===== config.mk =====
export PLATFORM = sky130hd
export DESIGN_NAME = bank_pair_sched
export DESIGN_NICKNAME = d
export VERILOG_FILES = /design/src/rtl/bps_pkg.sv /design/src/rtl/bps_hold_fsm.sv /design/src/rtl/bps_steer.sv /design/src/rtl/bps_stall_counter.sv /design/src/rtl/bank_pair_sched.sv
export SDC_FILE = /design/constraint.sdc
export NUM_CORES = 1
export LEC_CHECK = 0
export CAP_MARGIN = 20
export CELL_PAD_IN_SITES_DETAIL_PLACEMENT = 2
export CELL_PAD_IN_SITES_GLOBAL_PLACEMENT = 2
export CORE_MARGIN = 1
export CORE_UTILIZATION = 20
export DETAILED_ROUTE_END_ITERATION = 8
export PLACE_DENSITY = 0.85
export SYNTH_ARGS = -nofsm -noshare
export SYNTH_HDL_FRONTEND = slang
export SYNTH_SLANG_ARGS = --single-unit

===== constraint.sdc =====
create_clock -name clk -period 3.1 [get_ports clk]
set_input_delay 0.62 -clock clk [delete_from_list [all_inputs] [get_ports clk]]
set_output_delay 0.62 -clock clk [all_outputs]
set_load 0.05 [all_outputs]

===== src/rtl/bps_pkg.sv =====
package bps_pkg;

    localparam int ACC_ADDR_W = 32;
    localparam int ACC_DATA_W = 64;
    localparam int ACC_ID_W   = 4;

    // State of the single holding entry
    typedef enum logic [1:0] {
        HOLD_EMPTY = 2'd0,
        HOLD_BANK0 = 2'd1,
        HOLD_BANK1 = 2'd2
    } hold_state_e;

    // One memory access together with its tag
    typedef struct packed {
        logic [ACC_ADDR_W-1:0] addr;
        logic                  store;
        logic [ACC_DATA_W-1:0] wdata;
        logic [ACC_ID_W-1:0]   id;
    } access_t;

endpackage


===== src/rtl/bps_hold_fsm.sv =====
module bps_hold_fsm
    import bps_pkg::*;
(
    input  logic    clk,
    input  logic    rst_n,
    input  logic    park_i,
    input  logic    park_bank_i,
    input  access_t park_acc_i,
    output logic    hold_valid_o,
    output logic    hold_bank_o,
    output access_t hold_acc_o
);

    hold_state_e state_q, state_d;
    access_t     entry_q;

    // Next state: park into the conflicting bank, otherwise drain
    always_comb begin
        state_d = HOLD_EMPTY;
        if (park_i) begin
            state_d = park_bank_i ? HOLD_BANK1 : HOLD_BANK0;
        end
    end

    // State register
    always_ff @(posedge clk) begin
        if (!rst_n) begin
            state_q <= HOLD_EMPTY;
        end else begin
            state_q <= state_d;
        end
    end

    // Entry payload: only loaded on a park
    always_ff @(posedge clk) begin
        if (!rst_n) begin
            entry_q <= '0;
        end else if (park_i) begin
            entry_q <= park_acc_i;
        end
    end

    // Outputs decoded from the state
    always_comb begin
        hold_valid_o = 1'b0;
        hold_bank_o  = 1'b0;
        unique case (state_q)
            HOLD_EMPTY: begin
                hold_valid_o = 1'b0;
                hold_bank_o  = 1'b0;
            end
            HOLD_BANK0: begin
                hold_valid_o = 1'b1;
                hold_bank_o  = 1'b0;
            end
            HOLD_BANK1: begin
                hold_valid_o = 1'b1;
                hold_bank_o  = 1'b1;
            end
            default: begin
                hold_valid_o = 1'b0;
                hold_bank_o  = 1'b0;
            end
        endcase
    end

    assign hold_acc_o = entry_q;

    AST_STATE_LEGAL: assert property (@(posedge clk) disable iff (!rst_n)
        state_q inside {HOLD_EMPTY, HOLD_BANK0, HOLD_BANK1});

    AST_HOLD_SINGLE_CYCLE: assert property (@(posedge clk) disable iff (!rst_n)
        (hold_valid_o && !park_i) |=> !hold_valid_o);

endmodule


===== src/rtl/bps_steer.sv =====
module bps_steer
    import bps_pkg::*;
#(
    parameter int BANK_BIT = 3
) (
    input  logic    fire_i,
    input  logic    hold_valid_i,
    input  logic    hold_bank_i,
    input  access_t hold_acc_i,
    input  logic    v0_i,
    input  access_t a0_i,
    input  logic    v1_i,
    input  access_t a1_i,
    output logic [1:0] grant_o,
    output access_t bank_acc_o [2],
    output logic    park_o,
    output logic    park_bank_o,
    output access_t park_acc_o
);

    localparam int NUM_BANKS = 2;

    logic b0, b1;
    assign b0 = a0_i.addr[BANK_BIT];
    assign b1 = a1_i.addr[BANK_BIT];

    // Same-bank pair accepted: slot 1 goes to the holding entry
    assign park_o      = fire_i && v0_i && v1_i && (b0 == b1);
    assign park_bank_o = b1;
    assign park_acc_o  = a1_i;

    for (genvar k = 0; k < NUM_BANKS; k++) begin : g_bank
        localparam logic KB = 1'(k);
        logic    g;
        access_t a;

        // Priority per bank: held entry, then slot 0, then slot 1
        always_comb begin
            g = 1'b0;
            a = '0;
            if (hold_valid_i && hold_bank_i == KB) begin
                g = 1'b1;
                a = hold_acc_i;
            end else if (fire_i && v0_i && b0 == KB) begin
                g = 1'b1;
                a = a0_i;
            end else if (fire_i && v1_i && b1 == KB) begin
                g = 1'b1;
                a = a1_i;
            end
        end

        assign grant_o[k]    = g;
        assign bank_acc_o[k] = a;
    end

endmodule


===== src/rtl/bps_stall_counter.sv =====
module bps_stall_counter #(
    parameter int CNT_W = 16
) (
    input  logic             clk,
    input  logic             rst_n,
    input  logic             stall_i,
    output logic [CNT_W-1:0] count_o
);

    localparam logic [CNT_W-1:0] CNT_MAX = '1;

    logic [CNT_W-1:0] count_q;

    always_ff @(posedge clk) begin
        if (!rst_n) begin
            count_q <= '0;
        end else if (stall_i && count_q != CNT_MAX) begin
            count_q <= count_q + 1'b1;
        end
    end

    assign count_o = count_q;

    AST_STALL_COUNTED: assert property (@(posedge clk) disable iff (!rst_n)
        (stall_i && count_q != CNT_MAX) |=> (count_q == $past(count_q) + 1'b1));

    AST_NO_STALL_STEADY: assert property (@(posedge clk) disable iff (!rst_n)
        !stall_i |=> $stable(count_q));

endmodule


===== src/rtl/bank_pair_sched.sv =====
module bank_pair_sched
    import bps_pkg::*;
#(
    parameter int BANK_BIT = 3,
    parameter int CNT_W    = 16
) (
    input  logic                  clk,
    input  logic                  rst_n,
    input  logic                  req0_valid,
    input  logic [ACC_ADDR_W-1:0] req0_addr,
    input  logic                  req0_store,
    input  logic [ACC_DATA_W-1:0] req0_wdata,
    input  logic [ACC_ID_W-1:0]   req0_id,
    input  logic                  req1_valid,
    input  logic [ACC_ADDR_W-1:0] req1_addr,
    input  logic                  req1_store,
    input  logic [ACC_DATA_W-1:0] req1_wdata,
    input  logic [ACC_ID_W-1:0]   req1_id,
    output logic                  req_ready,
    output logic                  bank0_grant,
    output logic [ACC_ADDR_W-1:0] bank0_addr,
    output logic                  bank0_store,
    output logic [ACC_DATA_W-1:0] bank0_wdata,
    output logic [ACC_ID_W-1:0]   bank0_id,
    output logic                  bank1_grant,
    output logic [ACC_ADDR_W-1:0] bank1_addr,
    output logic                  bank1_store,
    output logic [ACC_DATA_W-1:0] bank1_wdata,
    output logic [ACC_ID_W-1:0]   bank1_id,
    output logic [CNT_W-1:0]      stall_cycles
);

    access_t    acc0, acc1;
    logic       sel0, sel1;
    logic       hold_valid, hold_bank;
    access_t    hold_acc;
    logic       fire, stall;
    logic       park, park_bank;
    access_t    park_acc;
    logic [1:0] grant;
    access_t    bank_acc [2];

    assign acc0 = '{addr: req0_addr, store: req0_store, wdata: req0_wdata, id: req0_id};
    assign acc1 = '{addr: req1_addr, store: req1_store, wdata: req1_wdata, id: req1_id};
    assign sel0 = req0_addr[BANK_BIT];
    assign sel1 = req1_addr[BANK_BIT];

    // Back-pressure only when a new access collides with the held bank
    assign req_ready = !(hold_valid &&
                         ((req0_valid && sel0 == hold_bank) ||
                          (req1_valid && sel1 == hold_bank)));
    assign fire  = req_ready && (req0_valid || req1_valid);
    assign stall = !req_ready;

    bps_hold_fsm u_hold (
        .clk          (clk),
        .rst_n        (rst_n),
        .park_i       (park),
        .park_bank_i  (park_bank),
        .park_acc_i   (park_acc),
        .hold_valid_o (hold_valid),
        .hold_bank_o  (hold_bank),
        .hold_acc_o   (hold_acc)
    );

    bps_steer #(.BANK_BIT(BANK_BIT)) u_steer (
        .fire_i       (fire),
        .hold_valid_i (hold_valid),
        .hold_bank_i  (hold_bank),
        .hold_acc_i   (hold_acc),
        .v0_i         (req0_valid),
        .a0_i         (acc0),
        .v1_i         (req1_valid),
        .a1_i         (acc1),
        .grant_o      (grant),
        .bank_acc_o   (bank_acc),
        .park_o       (park),
        .park_bank_o  (park_bank),
        .park_acc_o   (park_acc)
    );

    bps_stall_counter #(.CNT_W(CNT_W)) u_stall (
        .clk     (clk),
        .rst_n   (rst_n),
        .stall_i (stall),
        .count_o (stall_cycles)
    );

    assign bank0_grant = grant[0];
    assign bank0_addr  = bank_acc[0].addr;
    assign bank0_store = bank_acc[0].store;
    assign bank0_wdata = bank_acc[0].wdata;
    assign bank0_id    = bank_acc[0].id;
    assign bank1_grant = grant[1];
    assign bank1_addr  = bank_acc[1].addr;
    assign bank1_store = bank_acc[1].store;
    assign bank1_wdata = bank_acc[1].wdata;
    assign bank1_id    = bank_acc[1].id;

    AST_BANK0_PARITY: assert property (@(posedge clk) disable iff (!rst_n)
        bank0_grant |-> !bank0_addr[BANK_BIT]);

    AST_BANK1_PARITY: assert property (@(posedge clk) disable iff (!rst_n)
        bank1_grant |-> bank1_addr[BANK_BIT]);

    AST_SPLIT_BOTH_ISSUE: assert property (@(posedge clk) disable iff (!rst_n)
        (req_ready && req0_valid && req1_valid && sel0 != sel1) |-> (bank0_grant && bank1_grant));

    AST_DEFER_BANK0: assert property (@(posedge clk) disable iff (!rst_n)
        (req_ready && req0_valid && req1_valid && !sel0 && !sel1)
        |=> (bank0_grant && bank0_id == $past(req1_id) && bank0_addr == $past(req1_addr)));

    AST_DEFER_BANK1: assert property (@(posedge clk) disable iff (!rst_n)
        (req_ready && req0_valid && req1_valid && sel0 && sel1)
        |=> (bank1_grant && bank1_id == $past(req1_id) && bank1_addr == $past(req1_addr)));

    AST_HELD_FIRST: assert property (@(posedge clk) disable iff (!rst_n)
        hold_valid |-> (grant[hold_bank] && bank_acc[hold_bank] == hold_acc));

    AST_STALL_NEEDS_HOLD: assert property (@(posedge clk) disable iff (!rst_n)
        !req_ready |-> (hold_valid && !park));

    AST_READY_WHEN_EMPTY: assert property (@(posedge clk) disable iff (!rst_n)
        !hold_valid |-> req_ready);

    AST_NO_DUAL_STORE: assert property (@(posedge clk) disable iff (!rst_n)
        (req0_valid && req1_valid) |-> !(req0_store && req1_store));

endmodule


Word-level counts from Yosys, hierarchy flattened
Index checks and enable logic that the tools add are counted.
{"block": "op_classes", "n_addsub": 1, "n_eq_ne": 6, "n_mux": 15, "n_bitwise": 3, "n_reduce_logical": 20}
{"operator": "101-bit 2-to-1 mux", "n": 6}
{"operator": "16-bit by 1-bit adder with 16-bit output, second input constant", "n": 1}
{"operator": "16-bit != test, second input constant", "n": 1}
{"operator": "1-bit logical AND", "n": 15}
{"operator": "1-bit 2-to-1 mux", "n": 8}
{"operator": "1-bit equality test", "n": 3}
{"operator": "1-bit NOT", "n": 3}
{"operator": "2-bit by 1-bit equality test with 1-bit output, second input constant", "n": 1}
{"operator": "2-bit equality test, second input constant", "n": 1}
{"operator": "1-bit logical OR", "n": 2}
{"operator": "2-bit 2-to-1 mux", "n": 1}
{"operator": "2-bit AND reduction", "n": 1}
{"operator": "2-bit OR reduction", "n": 1}
{"operator": "1-bit logical NOT", "n": 1}
{"block": "totals", "register_bits": 119, "elab_cells": 51}

Logic depth before layout (Yosys ltp)
Gate-level depths: netlist (run 1).
{"block": "depth", "depth_word": 13, "depth_mapped": 11, "mapped_depth_nobuf": 8}

By module
From an unflattened synthesis (run 1), not the netlist that was laid out.
{"block": "unflattened", "hier_cells": 1508, "hier_area_um2": 12001.5}
{"module": "bps_steer", "instances": 1, "cells_each": 1067, "area_each_um2": 7121.8, "seq_area_each_um2": 0.0}
{"module": "bps_hold_fsm", "instances": 1, "cells_each": 334, "area_each_um2": 3966.3, "seq_area_each_um2": 2062.0}
{"module": "bps_stall_counter", "instances": 1, "cells_each": 97, "area_each_um2": 837.1, "seq_area_each_um2": 320.3}
{"module": "bank_pair_sched", "instances": 1, "cells_each": 10, "area_each_um2": 76.3, "seq_area_each_um2": 0.0}

Worst setup path before layout (run 1)
OpenSTA, ideal clock, no wires.
{"block": "synth_path", "kind": "input to output", "start": "input port req1_addr[3]", "end": "output port bank1_addr[3]", "arrival_time_ns": 2.550, "required_time_ns": 2.480, "path_slack_ns": -0.070, "cell_stages": 5, "path_buffers": 1, "cell_sequence": "buf_4 -> o21ai_0 -> nor2_1 -> or3_1 -> a21boi_0"}
{"block": "synth_between", "elab_chain_cells": 11, "elab_cells_between_ends": 13, "cone_classes": "eq/ne: 1; mux: 3; reduce/logical: 9"}
{"item": "from (decl)", "line_no": "bank_pair_sched.sv:15", "source": "input logic [ACC_ADDR_W-1:0] req1_addr,"}
{"item": "1-bit equality test", "line_no": "bank_pair_sched.sv:51", "source": "(req1_valid && sel1 == hold_bank)));"}
{"item": "1-bit logical AND", "line_no": "bank_pair_sched.sv:51"}
{"item": "1-bit logical OR", "line_no": "bank_pair_sched.sv:50", "source": "((req0_valid && sel0 == hold_bank) ||"}
{"item": "1-bit logical AND", "line_no": "bank_pair_sched.sv:49", "source": "assign req_ready = !(hold_valid &&"}
{"item": "1-bit logical NOT", "line_no": "bank_pair_sched.sv:49"}
{"item": "1-bit logical AND", "line_no": "bank_pair_sched.sv:52", "source": "assign fire = req_ready && (req0_valid || req1_valid);"}
{"item": "1-bit logical AND (2 in a row)", "line_no": "bps_steer.sv:47", "source": "end else if (fire_i && v1_i && b1 == KB) begin"}
{"item": "101-bit 2-to-1 mux", "line_no": "bps_steer.sv:47"}
{"item": "101-bit 2-to-1 mux *", "line_no": "bps_steer.sv:44", "source": "end else if (fire_i && v0_i && b0 == KB) begin"}
{"item": "101-bit 2-to-1 mux *", "line_no": "bps_steer.sv:41", "source": "if (hold_valid_i && hold_bank_i == KB) begin"}
{"item": "to (decl)", "line_no": "bank_pair_sched.sv:26", "source": "output logic [ACC_ADDR_W-1:0] bank1_addr,"}
Every way passes the cells marked *; elsewhere a longest branch is shown, timed or not.

Worst setup path after layout (run 1)
{"block": "layout_path", "start": "input port req0_addr[3]", "end": "output port bank0_wdata[60]"}
{"block": "layout_between", "elab_chain_cells": 11, "elab_cells_between_ends": 14, "cone_classes": "eq/ne: 1; mux: 3; bitwise: 1; reduce/logical: 9"}
{"item": "from (decl)", "line_no": "bank_pair_sched.sv:10", "source": "input logic [ACC_ADDR_W-1:0] req0_addr,"}
{"item": "1-bit equality test", "line_no": "bank_pair_sched.sv:50"}
{"item": "1-bit logical AND", "line_no": "bank_pair_sched.sv:50"}
{"item": "1-bit logical OR", "line_no": "bank_pair_sched.sv:50"}
{"item": "1-bit logical AND", "line_no": "bank_pair_sched.sv:49"}
{"item": "1-bit logical NOT", "line_no": "bank_pair_sched.sv:49"}
{"item": "1-bit logical AND", "line_no": "bank_pair_sched.sv:52"}
{"item": "1-bit logical AND (2 in a row)", "line_no": "bps_steer.sv:47"}
{"item": "101-bit 2-to-1 mux", "line_no": "bps_steer.sv:47"}
{"item": "101-bit 2-to-1 mux *", "line_no": "bps_steer.sv:44"}
{"item": "101-bit 2-to-1 mux *", "line_no": "bps_steer.sv:41"}
{"item": "to (decl)", "line_no": "bank_pair_sched.sv:23", "source": "output logic [ACC_DATA_W-1:0] bank0_wdata,"}
Marks and branches as above.

==> qor.csv, run 1 <==
stage;metric;value;unit
worst_setup_path;worst path required time;2.48;ns
routing;DR vias;10960;
floorplan;Initial Util;20.36;%
global_routing;Total GRT Usage;24.83;%
clock_tree;CTS Buffer Depth;2;
worst_setup_path;slowest CP cell;dlygate4sd2_1;
clock_tree;clk sinks;119;
sta;slew margin rel.;37.29;%
routing;drt drc;0;
worst_setup_path;Crit Path Max Fanout;17;
logic_synthesis;FFs w/ async S/R, synth;0;%
power_and_ir_drop;leakage;7.831;nW
routing;vias per cell;5.210;
worst_setup_path;Worst Setup SP;req0_addr[3];
sta;Peak Freq;314.9;MHz
place;dpl cells;2028;
logic_synthesis;post-synthesis sequential area ratio;30.13;%
power_and_ir_drop;Pwr Total;0.006693;W
cells_and_area;post-layout util;45.20;%
floorplan;Die Area;40330;um2
logic_synthesis;largest cells by area after synthesis;dfxtp_1 (30%), nand2_1 (19%), a22oi_1 (19%);
cells_and_area;Finished Cell Area;17550;um2
logic_synthesis;Yosys cell types;41;
routing;final WL;57760;um
outcome;status;finished with violations;
outcome;failing checks;negative setup slack;
sta;final period utilization;102.4;%
global_routing;GR Overflow Total;0;
floorplan;IO Count;427;
clock_tree;CTS H-tree lvls;4;
logic_synthesis;Seq cells post-synth;119;
worst_setup_path;worst r2r src;u_hold.state_q[1];
sta;RSZ-0062 raised after global routing;yes;
clock_tree;Inserted Clock Buffers;17;
global_routing;initial antenna violation count;6;
routing;Starting DRT DRC Count;440;
logic_synthesis;Post-synth top flop;dfxtp_1;
min_path;Worst Hold Class;flop to flop;
floorplan;DIE HEIGHT;200.8;um
global_routing;largest net degree at the start of global routing;64;
routing;wire per inst;27.46;um
worst_setup_path;CP max stage delay;0.31;ns
worst_setup_path;CP top delay family;buffers and inverters;
logic_synthesis;post-synth top area share;30.13;%
cells_and_area;most frequent cells in the layout;buf_12 (226), nand2_1 (220), clkdlybuf4s50_1 (217);
sta;worst setup margin;-0.07558;ns
global_routing;vias in the first global route;12020;
logic_synthesis;number of flops mapped to enable cells by yosys;0;
routing;antenna-violating nets left;0;
power_and_ir_drop;peak supply drop;346.1;uV
worst_setup_path;crit path kind;input port to primary output;
logic_synthesis;Synth Cell Area;7906;um2
worst_setup_path;Crit. End Element;primary output;
clock_tree;clock latency on the worst-skew pair;0.42;ns
power_and_ir_drop;PwrDens;381.3;nW/um2
place;Cell Area, Placed;15040;um2
routing;Pre-Repair DR Iteration Count;5;
sta;minimum clock period;3.176;ns
floorplan;core area;38830;um2
clock_tree;CTS Hold Bufs;0;
place;hpwl dp;35040;um
job;max_cap viols;0;
sta;Hold Vio Cnt, Final;0;
logic_synthesis;Yosys warning count;0;
cells_and_area;filler instances;3954;
floorplan;die width;200.8;um
worst_setup_path;Setup crit start kind;input port;
sta;setup tns final;-0.8246;ns
clock_tree;TritonCTS clock tree;done;
cells_and_area;nets;1778;
logic_synthesis;area leader, netlist;dfxtp_1;
logic_synthesis;Gate Count Post-Synth;1121;
min_path;Hold Crit Start;u_hold.hold_acc_o[75];
cells_and_area;Synth-to-Final Area Change;122.0;%
worst_setup_path;WP buf/inv;6;
cells_and_area;share of cells above drive strength 1;35.70;%
worst_setup_path;crit-path cells;dlygate4sd2_1 > buf_4 > nand2b_1 > buf_4 > nor3_4 > buf_6 > buf_12 > a22oi_1 > nand2_1 > buf_12;
global_routing;first-pass GRT wire length;76490;um
cells_and_area;final non-filler cell total;2103;
sta;Worst Max-Slew Pin Slew;0.9407;ns
cells_and_area;commonest non-fill, non-tap cell in the layout;buf_12;
floorplan;row count;72;
worst_setup_path;Critical Path AT;2.56;ns
place;GPL Wtd Cong;0.8873;
logic_synthesis;syn_area_per_cell;7.053;um2
logic_synthesis;Syn Nets;1330;
clock_tree;clock-pin transition on the worst setup and hold timing paths;0.05;ns
sta;max-slew violations;0;
sta;final setup vio count;28;
place;IO Port Bufs;426;
sta;clk_skew;0.009432;ns
clock_tree;Root Buffer;clkbuf_16;
-- worst min-delay path, stage by stage (launching register included) --
cell	delay (ns)
dfxtp_1	0.34
mux2i_1	0.08
nor2_1	0.08
-- path summary, 6_finish.rpt --
path,end,slack [ns],cells past startpoint
worst min-delay path,u_hold.hold_acc_o[75],0.53,2
worst max-delay path,bank0_wdata[60],-0.08,10
worst max register to register,u_hold.hold_acc_o[5],0.64,10
worst min register to register,u_hold.hold_acc_o[75],0.53,2
-- sequential cells by signal, indices dropped and copies added, names as in the netlist --
| name | flops |
|---|---|
| u_stall.count_o | 16 |
| u_hold.hold_acc_o | 101 |
| u_hold.state_q | 2 |
-- cells by family (layout without fill, tap and decap cells) --
family / after synthesis / count (layout) / synth area share [%]
adders and majority gates: 3 / 3 / 0.4748
xor gates and xnor gates: 12 / 12 / 1.329
other: 0 / 5 / 0
buffers and inverters: 102 / 561 / 6.283
muxes: 104 / 104 / 13.17
and+or+nand+nor: 561 / 561 / 27.84
AOI/OAI and AO/OA: 220 / 220 / 20.78
DFF: 119 / 119 / 30.13
-- cell type report --
type	instances	area [um2]	share of cell area (%)
Clock inverter	9	102.6	0.5845
Timing Repair Buffer	521	7873	44.85
Sequential cell	119	2384	13.58
Multi-Input combinational cell	900	6030	34.35
Clock buffer	21	460.4	2.623
Inverter	10	42.54	0.2424
Antenna cell	5	12.51	0.07129
Tap cell	518	648.1	3.693
-- synth_stat cells (2+ instances only) --
| cell | n |
|---|---|
| nand4_1 | 4 |
| and4_1 | 2 |
| xnor2_1 | 11 |
| a211oi_1 | 2 |
| and3_1 | 2 |
| a21oi_1 | 4 |
| nand2b_1 | 2 |
| mux2i_1 | 104 |
| dfxtp_1 | 119 |
| ha_1 | 3 |
| nor3_1 | 7 |
| buf_4 | 2 |
| inv_1 | 8 |
| nand3_1 | 11 |
| a22oi_1 | 200 |
| o21ai_0 | 4 |
| inv_2 | 2 |
| a2111oi_1 | 2 |
| nand2_1 | 408 |
| or3_1 | 2 |
| buf_6 | 8 |
| buf_2 | 37 |
| nor2_1 | 115 |
| clkbuf_1 | 45 |
-- layer usage --
metal	GRT usage [%]	vias up	share of wire [%]
met5	0	-	0.023
met4	10.50	2	4.9
li1	-	4814	-
met1	26.55	5488	36
met2	46.30	512	53
met3	5.812	141	6.2
-- where the power goes --
part / leakage, nW / internal (W) / total, W / switching, W
clock network: 0.271 / 0.00121 / 0.00199 / 0.000783
logic: 6.59 / 0.00140 / 0.00306 / 0.00166
registers: 0.966 / 0.00158 / 0.00164 / 0.0000523
-- per-stage QoR --
stage | hold slack (ns) | worst slack (ns)
after floorplan | 0.4780 | 0.2858
after global placement | 0.5006 | -0.2275
after detailed placement | 0.5214 | -0.2547
after CTS | 0.5357 | -0.02472
after global routing | 0.5641 | -0.1974
final | 0.5334 | -0.07558
-- repair_timing --
action,in CTS,in global routing
setup buffers,15,1
pin swaps,37,26
setup endpoints to repair,201,192
gates cloned,11,13
resized for setup,71,275
endpoints found under the hold margin,0,0
Note: power is estimated with default switching activity, not from simulation.
==> run 2, diff against run 1 <==
CTS_BUF_LIST = sky130_fd_sc_hd__clkbuf_4 sky130_fd_sc_hd__clkbuf_8   (was not set)
RECOVER_POWER = 50   (was not set)
==> qor.csv, run 2 (same netlist as run 1, synthesis figures left out) <==
stage;metric;value;unit
clock_tree;clock latency on the worst-skew pair;0.49;ns
global_routing;vias in the first global route;12470;
power_and_ir_drop;PwrDens;345.1;nW/um2
global_routing;Total GRT Usage;26.61;%
outcome;status;finished with violations;
sta;RSZ-0062 raised after global routing;yes;
sta;Peak Freq;303.9;MHz
global_routing;initial antenna violation count;4;
power_and_ir_drop;Pwr Total;0.006536;W
worst_setup_path;Crit. End Element;primary output;
sta;Hold Vio Cnt, Final;0;
floorplan;DIE HEIGHT;200.8;um
global_routing;largest net degree at the start of global routing;64;
clock_tree;clk sinks;119;
routing;vias per cell;5.341;
floorplan;core area;38830;um2
place;hpwl dp;35040;um
floorplan;Initial Util;20.36;%
clock_tree;clock-pin transition on the worst setup and hold timing paths;0.07;ns
clock_tree;TritonCTS clock tree;done;
cells_and_area;share of cells above drive strength 1;46.75;%
job;max_cap viols;0;
cells_and_area;Synth-to-Final Area Change;139.5;%
floorplan;IO Count;427;
cells_and_area;commonest non-fill, non-tap cell in the layout;buf_12;
global_routing;GR Overflow Total;0;
sta;slew margin rel.;51.10;%
clock_tree;CTS Buffer Depth;2;
floorplan;row count;72;
clock_tree;Root Buffer;clkbuf_8;
cells_and_area;nets;1811;
worst_setup_path;worst path required time;2.48;ns
routing;DR vias;11400;
sta;final setup vio count;178;
sta;worst setup margin;-0.1902;ns
power_and_ir_drop;peak supply drop;258.3;uV
worst_setup_path;crit path kind;flop to primary output;
power_and_ir_drop;leakage;8.297;nW
clock_tree;Inserted Clock Buffers;17;
power_and_ir_drop;logic gate share of total power;51.7;%
cells_and_area;most frequent cells in the layout;buf_12 (249), clkdlybuf4s50_1 (217), nand2_2 (147);
worst_setup_path;Worst Setup SP;u_hold.state_q[0];
sta;minimum clock period;3.290;ns
sta;Worst Max-Slew Pin Slew;0.7335;ns
routing;final WL;66760;um
floorplan;die width;200.8;um
routing;Pre-Repair DR Iteration Count;5;
outcome;failing checks;negative setup slack;
sta;clk_skew;0.01464;ns
power_and_ir_drop;Clk pwr share;23.2;%
clock_tree;CTS H-tree lvls;4;
power_and_ir_drop;Psw;0.002649;W
cells_and_area;max FFs per register;101;
routing;wire per inst;31.27;um
sta;max-slew violations;0;
place;IO Port Bufs;426;
sta;final period utilization;106.1;%
power_and_ir_drop;switching part of the total;40.53;%
min_path;Hold Crit Start;u_hold.hold_acc_o[37];
worst_setup_path;Critical Path AT;2.67;ns
power_and_ir_drop;Flop pwr share;25.1;%
floorplan;Die Area;40330;um2
global_routing;first-pass GRT wire length;81470;um
clock_tree;CTS Hold Bufs;0;
routing;antenna-violating nets left;0;
worst_setup_path;Setup crit start kind;flop;
worst_setup_path;worst r2r src;u_hold.state_q[0];
place;GPL Wtd Cong;0.8873;
cells_and_area;post-layout util;48.78;%
min_path;Worst Hold Class;flop to flop;
worst_setup_path;Crit Path Max Fanout;8;
routing;Starting DRT DRC Count;533;
power_and_ir_drop;Internal;0.003887;W
routing;drt drc;0;
-- run 2: cell count changes in the layout (fill, tap and decap cells not counted), moves of 2 or more --
cell and change:
nand2_1 -83, clkbuf_1 -2, buf_12 +23, clkbuf_8 +17
a22oi_1 -71, nand2_4 +67, a22oi_2 +71, buf_16 +2
clkbuf_16 -12, nand2_2 +16, clkbuf_4 +2
-- run 2: layer usage --
metal | track usage (%) | share of wire (%)
met1 | 28.21 | 36
met2 | 49.62 | 52
met3 | 6.055 | 6.5
met4 | 12.30 | 5.2
met5 | 0 | 0
-- run 2: path summary, 6_finish.rpt --
check	to	slack (ns)	depth (start not counted)
worst min-delay path	u_hold.hold_acc_o[37]	0.54	2
worst min register to register	u_hold.hold_acc_o[37]	0.54	2
worst max-delay path	bank0_addr[4]	-0.19	12
worst max register to register	u_hold.hold_acc_o[12]	0.59	11
-- run 2: layout make-up --
class	count	area (um2)
well taps	518	648.1
fillers	3784	19890
inverters	10	42.54
repair buffers	554	8547
diodes	4	10.01
multi-input cells	900	6928
clock inverters	9	102.6
flip-flops and latches	119	2385
clock buffers	21	276.5
-- run 2: power groups by stage --
stage          Sequential, W  Combinational (W)  Clock (W)
2_1_floorplan        0.00165            0.00117          0
3_3_place_gp         0.00165            0.00261          0
3_5_place_dp         0.00166            0.00267          0
4_1_cts              0.00163            0.00294    0.00153
5_1_grt              0.00164            0.00345    0.00161
6_report             0.00164            0.00338    0.00152
-- run 2: repair_timing --
action / CTS / global route
endpoints found under the setup margin: 201 / 199
cloned: 18 / 23
setup buffers: 26 / 12
pin swaps: 77 / 127
hold endpoints to repair: 0 / 0
resized for setup: 218 / 398
-- run 2: worst max-delay path, stage by stage, from the launching register on --
cell	delay (ns)
dfxtp_2	0.34
inv_2	0.04
ha_4	0.18
xnor2_2	0.19
a32o_2	0.29
nor3_4	0.07
buf_6	0.15
buf_12	0.13
buf_12	0.12
buf_16	0.14
a22oi_2	0.27
nand2_2	0.11
buf_12	0.16
-- run 2: metrics by stage --
stage               instances  setup WS [ns]  TNS (ns)  hold slack (ns)  cell area (um2)
floorplan                1121         0.2858         0           0.4780             7906
global placement         2028        -0.2275    -23.82           0.5006            15040
detailed placement       2028        -0.2547    -32.93           0.5214            15040
CTS                      2101        -0.1459    -13.45           0.5395            16900
global route             2135        -0.2690    -30.39           0.5804            18940
finish                   2135        -0.1902    -12.02           0.5442            18940
==> run 3, diff against run 2 <==
PLACE_DENSITY = 0.88   (was 0.85)
SETUP_SLACK_MARGIN = 0.5   (was not set)
==> qor.csv, run 3 (same netlist as run 1, synthesis figures left out) <==
stage;metric;value;unit
clock_tree;Root Buffer;clkbuf_8;
routing;routed wl met3;3376;um
floorplan;row count;72;
sta;final period utilization;107.1;%
worst_setup_path;Setup crit start kind;flop;
worst_setup_path;Critical Path AT;2.70;ns
place;Cell Area, Placed;15590;um2
routing;DR vias;11270;
routing;wl on met1;22860;um
cells_and_area;share of cells above drive strength 1;44.43;%
outcome;failing checks;negative setup slack;
sta;RSZ-0062 raised after global routing;yes;
job;max_cap viols;0;
sta;final setup vio count;199;
power_and_ir_drop;PwrDens;361.7;nW/um2
routing;vias per cell;5.285;
routing;Routed met2 length;32670;um
global_routing;initial antenna violation count;6;
floorplan;IO Count;427;
sta;clk_skew;0.02280;ns
routing;final WL;61980;um
routing;Pre-Repair DR Iteration Count;5;
worst_setup_path;Crit. End Element;primary output;
global_routing;first-pass GRT wire length;78580;um
clock_tree;clk sinks;119;
global_routing;vias in the first global route;12410;
routing;Starting DRT DRC Count;465;
clock_tree;Inserted Clock Buffers;17;
routing;drt drc;0;
sta;slew margin rel.;53.90;%
sta;minimum clock period;3.321;ns
clock_tree;CTS Hold Bufs;0;
place;GPL Wtd Cong;0.8606;
sta;max-slew violations;0;
floorplan;Initial Util;20.36;%
global_routing;GR Overflow Total;0;
outcome;status;finished with violations;
worst_setup_path;worst path required time;2.48;ns
place;Setup Slack @ Placement;-0.2121;ns
global_routing;Total GRT Usage;25.52;%
sta;Peak Freq;301.1;MHz
floorplan;DIE HEIGHT;200.8;um
cells_and_area;commonest non-fill, non-tap cell in the layout;buf_12;
power_and_ir_drop;leakage;8.081;nW
place;IO Port Bufs;426;
global_routing;largest net degree at the start of global routing;63;
clock_tree;TritonCTS clock tree;done;
floorplan;Die Area;40330;um2
worst_setup_path;crit path kind;flop to primary output;
clock_tree;CTS Buffer Depth;2;
routing;antenna-violating nets left;0;
routing;wire per inst;29.07;um
cells_and_area;Finished Cell Area;18470;um2
clock_tree;clock-pin transition on the worst setup and hold timing paths;0.09;ns
sta;Worst Max-Slew Pin Slew;0.6915;ns
sta;Hold Vio Cnt, Final;0;
worst_setup_path;Crit Path Max Fanout;9;
power_and_ir_drop;peak supply drop;229.3;uV
clock_tree;CTS H-tree lvls;4;
cells_and_area;most frequent cells in the layout;buf_12 (231), clkdlybuf4s50_1 (218), nand2_1 (161);
clock_tree;clock latency on the worst-skew pair;0.47;ns
place;hpwl dp;36390;um
cells_and_area;nets;1803;
routing;highest routing layer actually used;met4;
floorplan;die width;200.8;um
cells_and_area;Synth-to-Final Area Change;133.5;%
floorplan;core area;38830;um2
sta;worst setup margin;-0.2209;ns
cells_and_area;max FFs per register;101;
min_path;Worst Hold Class;flop to flop;
run 3: cell count changes in the layout (fill, tap and decap cells not counted), sizes merged:
| cell | delta |
|---|---|
| clkdlybuf4s50 | +1 |
| diode | +3 |
| clkbuf | -3 |
| dlygate4sd2 | -2 |
| buf | -5 |
| bufinv | +3 |
| clkinv | -1 |
| dlymetal6s2s | +1 |
run 3: final cells by class:
type,instances,area [um2]
Timing Repair Buffer,546,8224
Sequential cell,119,2385
Multi-Input combinational cell,900,6665
Antenna cell,7,17.52
Tap cell,518,648.1
Clock buffer,21,282.8
Clock inverter,11,195.2
Inverter,10,47.55
Fill cell,3903,20360
run 3: path summary, 6_finish.rpt:
| path | start | end | slack [ns] | depth (start not counted) |
|---|---|---|---|---|
| setup reg to reg | u_hold.state_q[0] | u_stall.count_o[7] | 0.47 | 14 |
| hold reg to reg | u_hold.hold_acc_o[49] | u_hold.hold_acc_o[49] | 0.54 | 2 |
| hold / removal | u_hold.hold_acc_o[49] | u_hold.hold_acc_o[49] | 0.54 | 2 |
| setup / recovery | u_hold.state_q[0] | bank1_addr[24] | -0.22 | 12 |
run 3: routing by layer:
metal	vias up	global-route usage [%]
li1	4855	-
met1	5730	26.73
met2	519	47.47
met3	163	6.494
met4	0	11.75
met5	-	0
run 3: worst max-delay path: stages (launching register included):
cell,delay [ns]
dfxtp_2,0.36
inv_2,0.05
ha_4,0.19
xnor2_2,0.17
a32o_2,0.28
buf_6,0.14
nor3_4,0.19
buf_12,0.21
buf_12,0.12
buf_16,0.13
nand2_1,0.11
nand2_2,0.13
buf_12,0.14
run 3: timing repair:
item	in CTS	in global routing
setup endpoints to repair	205	205
buffers inserted	20	13
resized for setup	88	225
cloned	9	16
pin swaps	21	89
run 3: where the power goes:
part | total, W | internal, W | switching, W
clock | 0.00181 | 0.00103 | 0.000781
combinational | 0.00323 | 0.00148 | 0.00174
sequential | 0.00164 | 0.00158 | 0.0000543
total | 0.00668 | 0.00410 | 0.00258
run 3: metrics by stage:
stage | cells | hold WS, ns | utilization [%] | TNS (ns) | power (W)
final | 2132 | 0.5430 | 47.56 | -30.33 | 0.006679
after global routing | 2132 | 0.5723 | 47.56 | -44.54 | 0.006853
after CTS | 2096 | 0.5408 | 43.65 | -16.48 | 0.006384
after detailed placement | 2035 | 0.5207 | 40.15 | -21.35 | 0.004408
after global placement | 2035 | 0.4949 | 40.15 | -3.749 | 0.004323
after floorplan | 1121 | 0.4780 | - | 0 | 0.002883
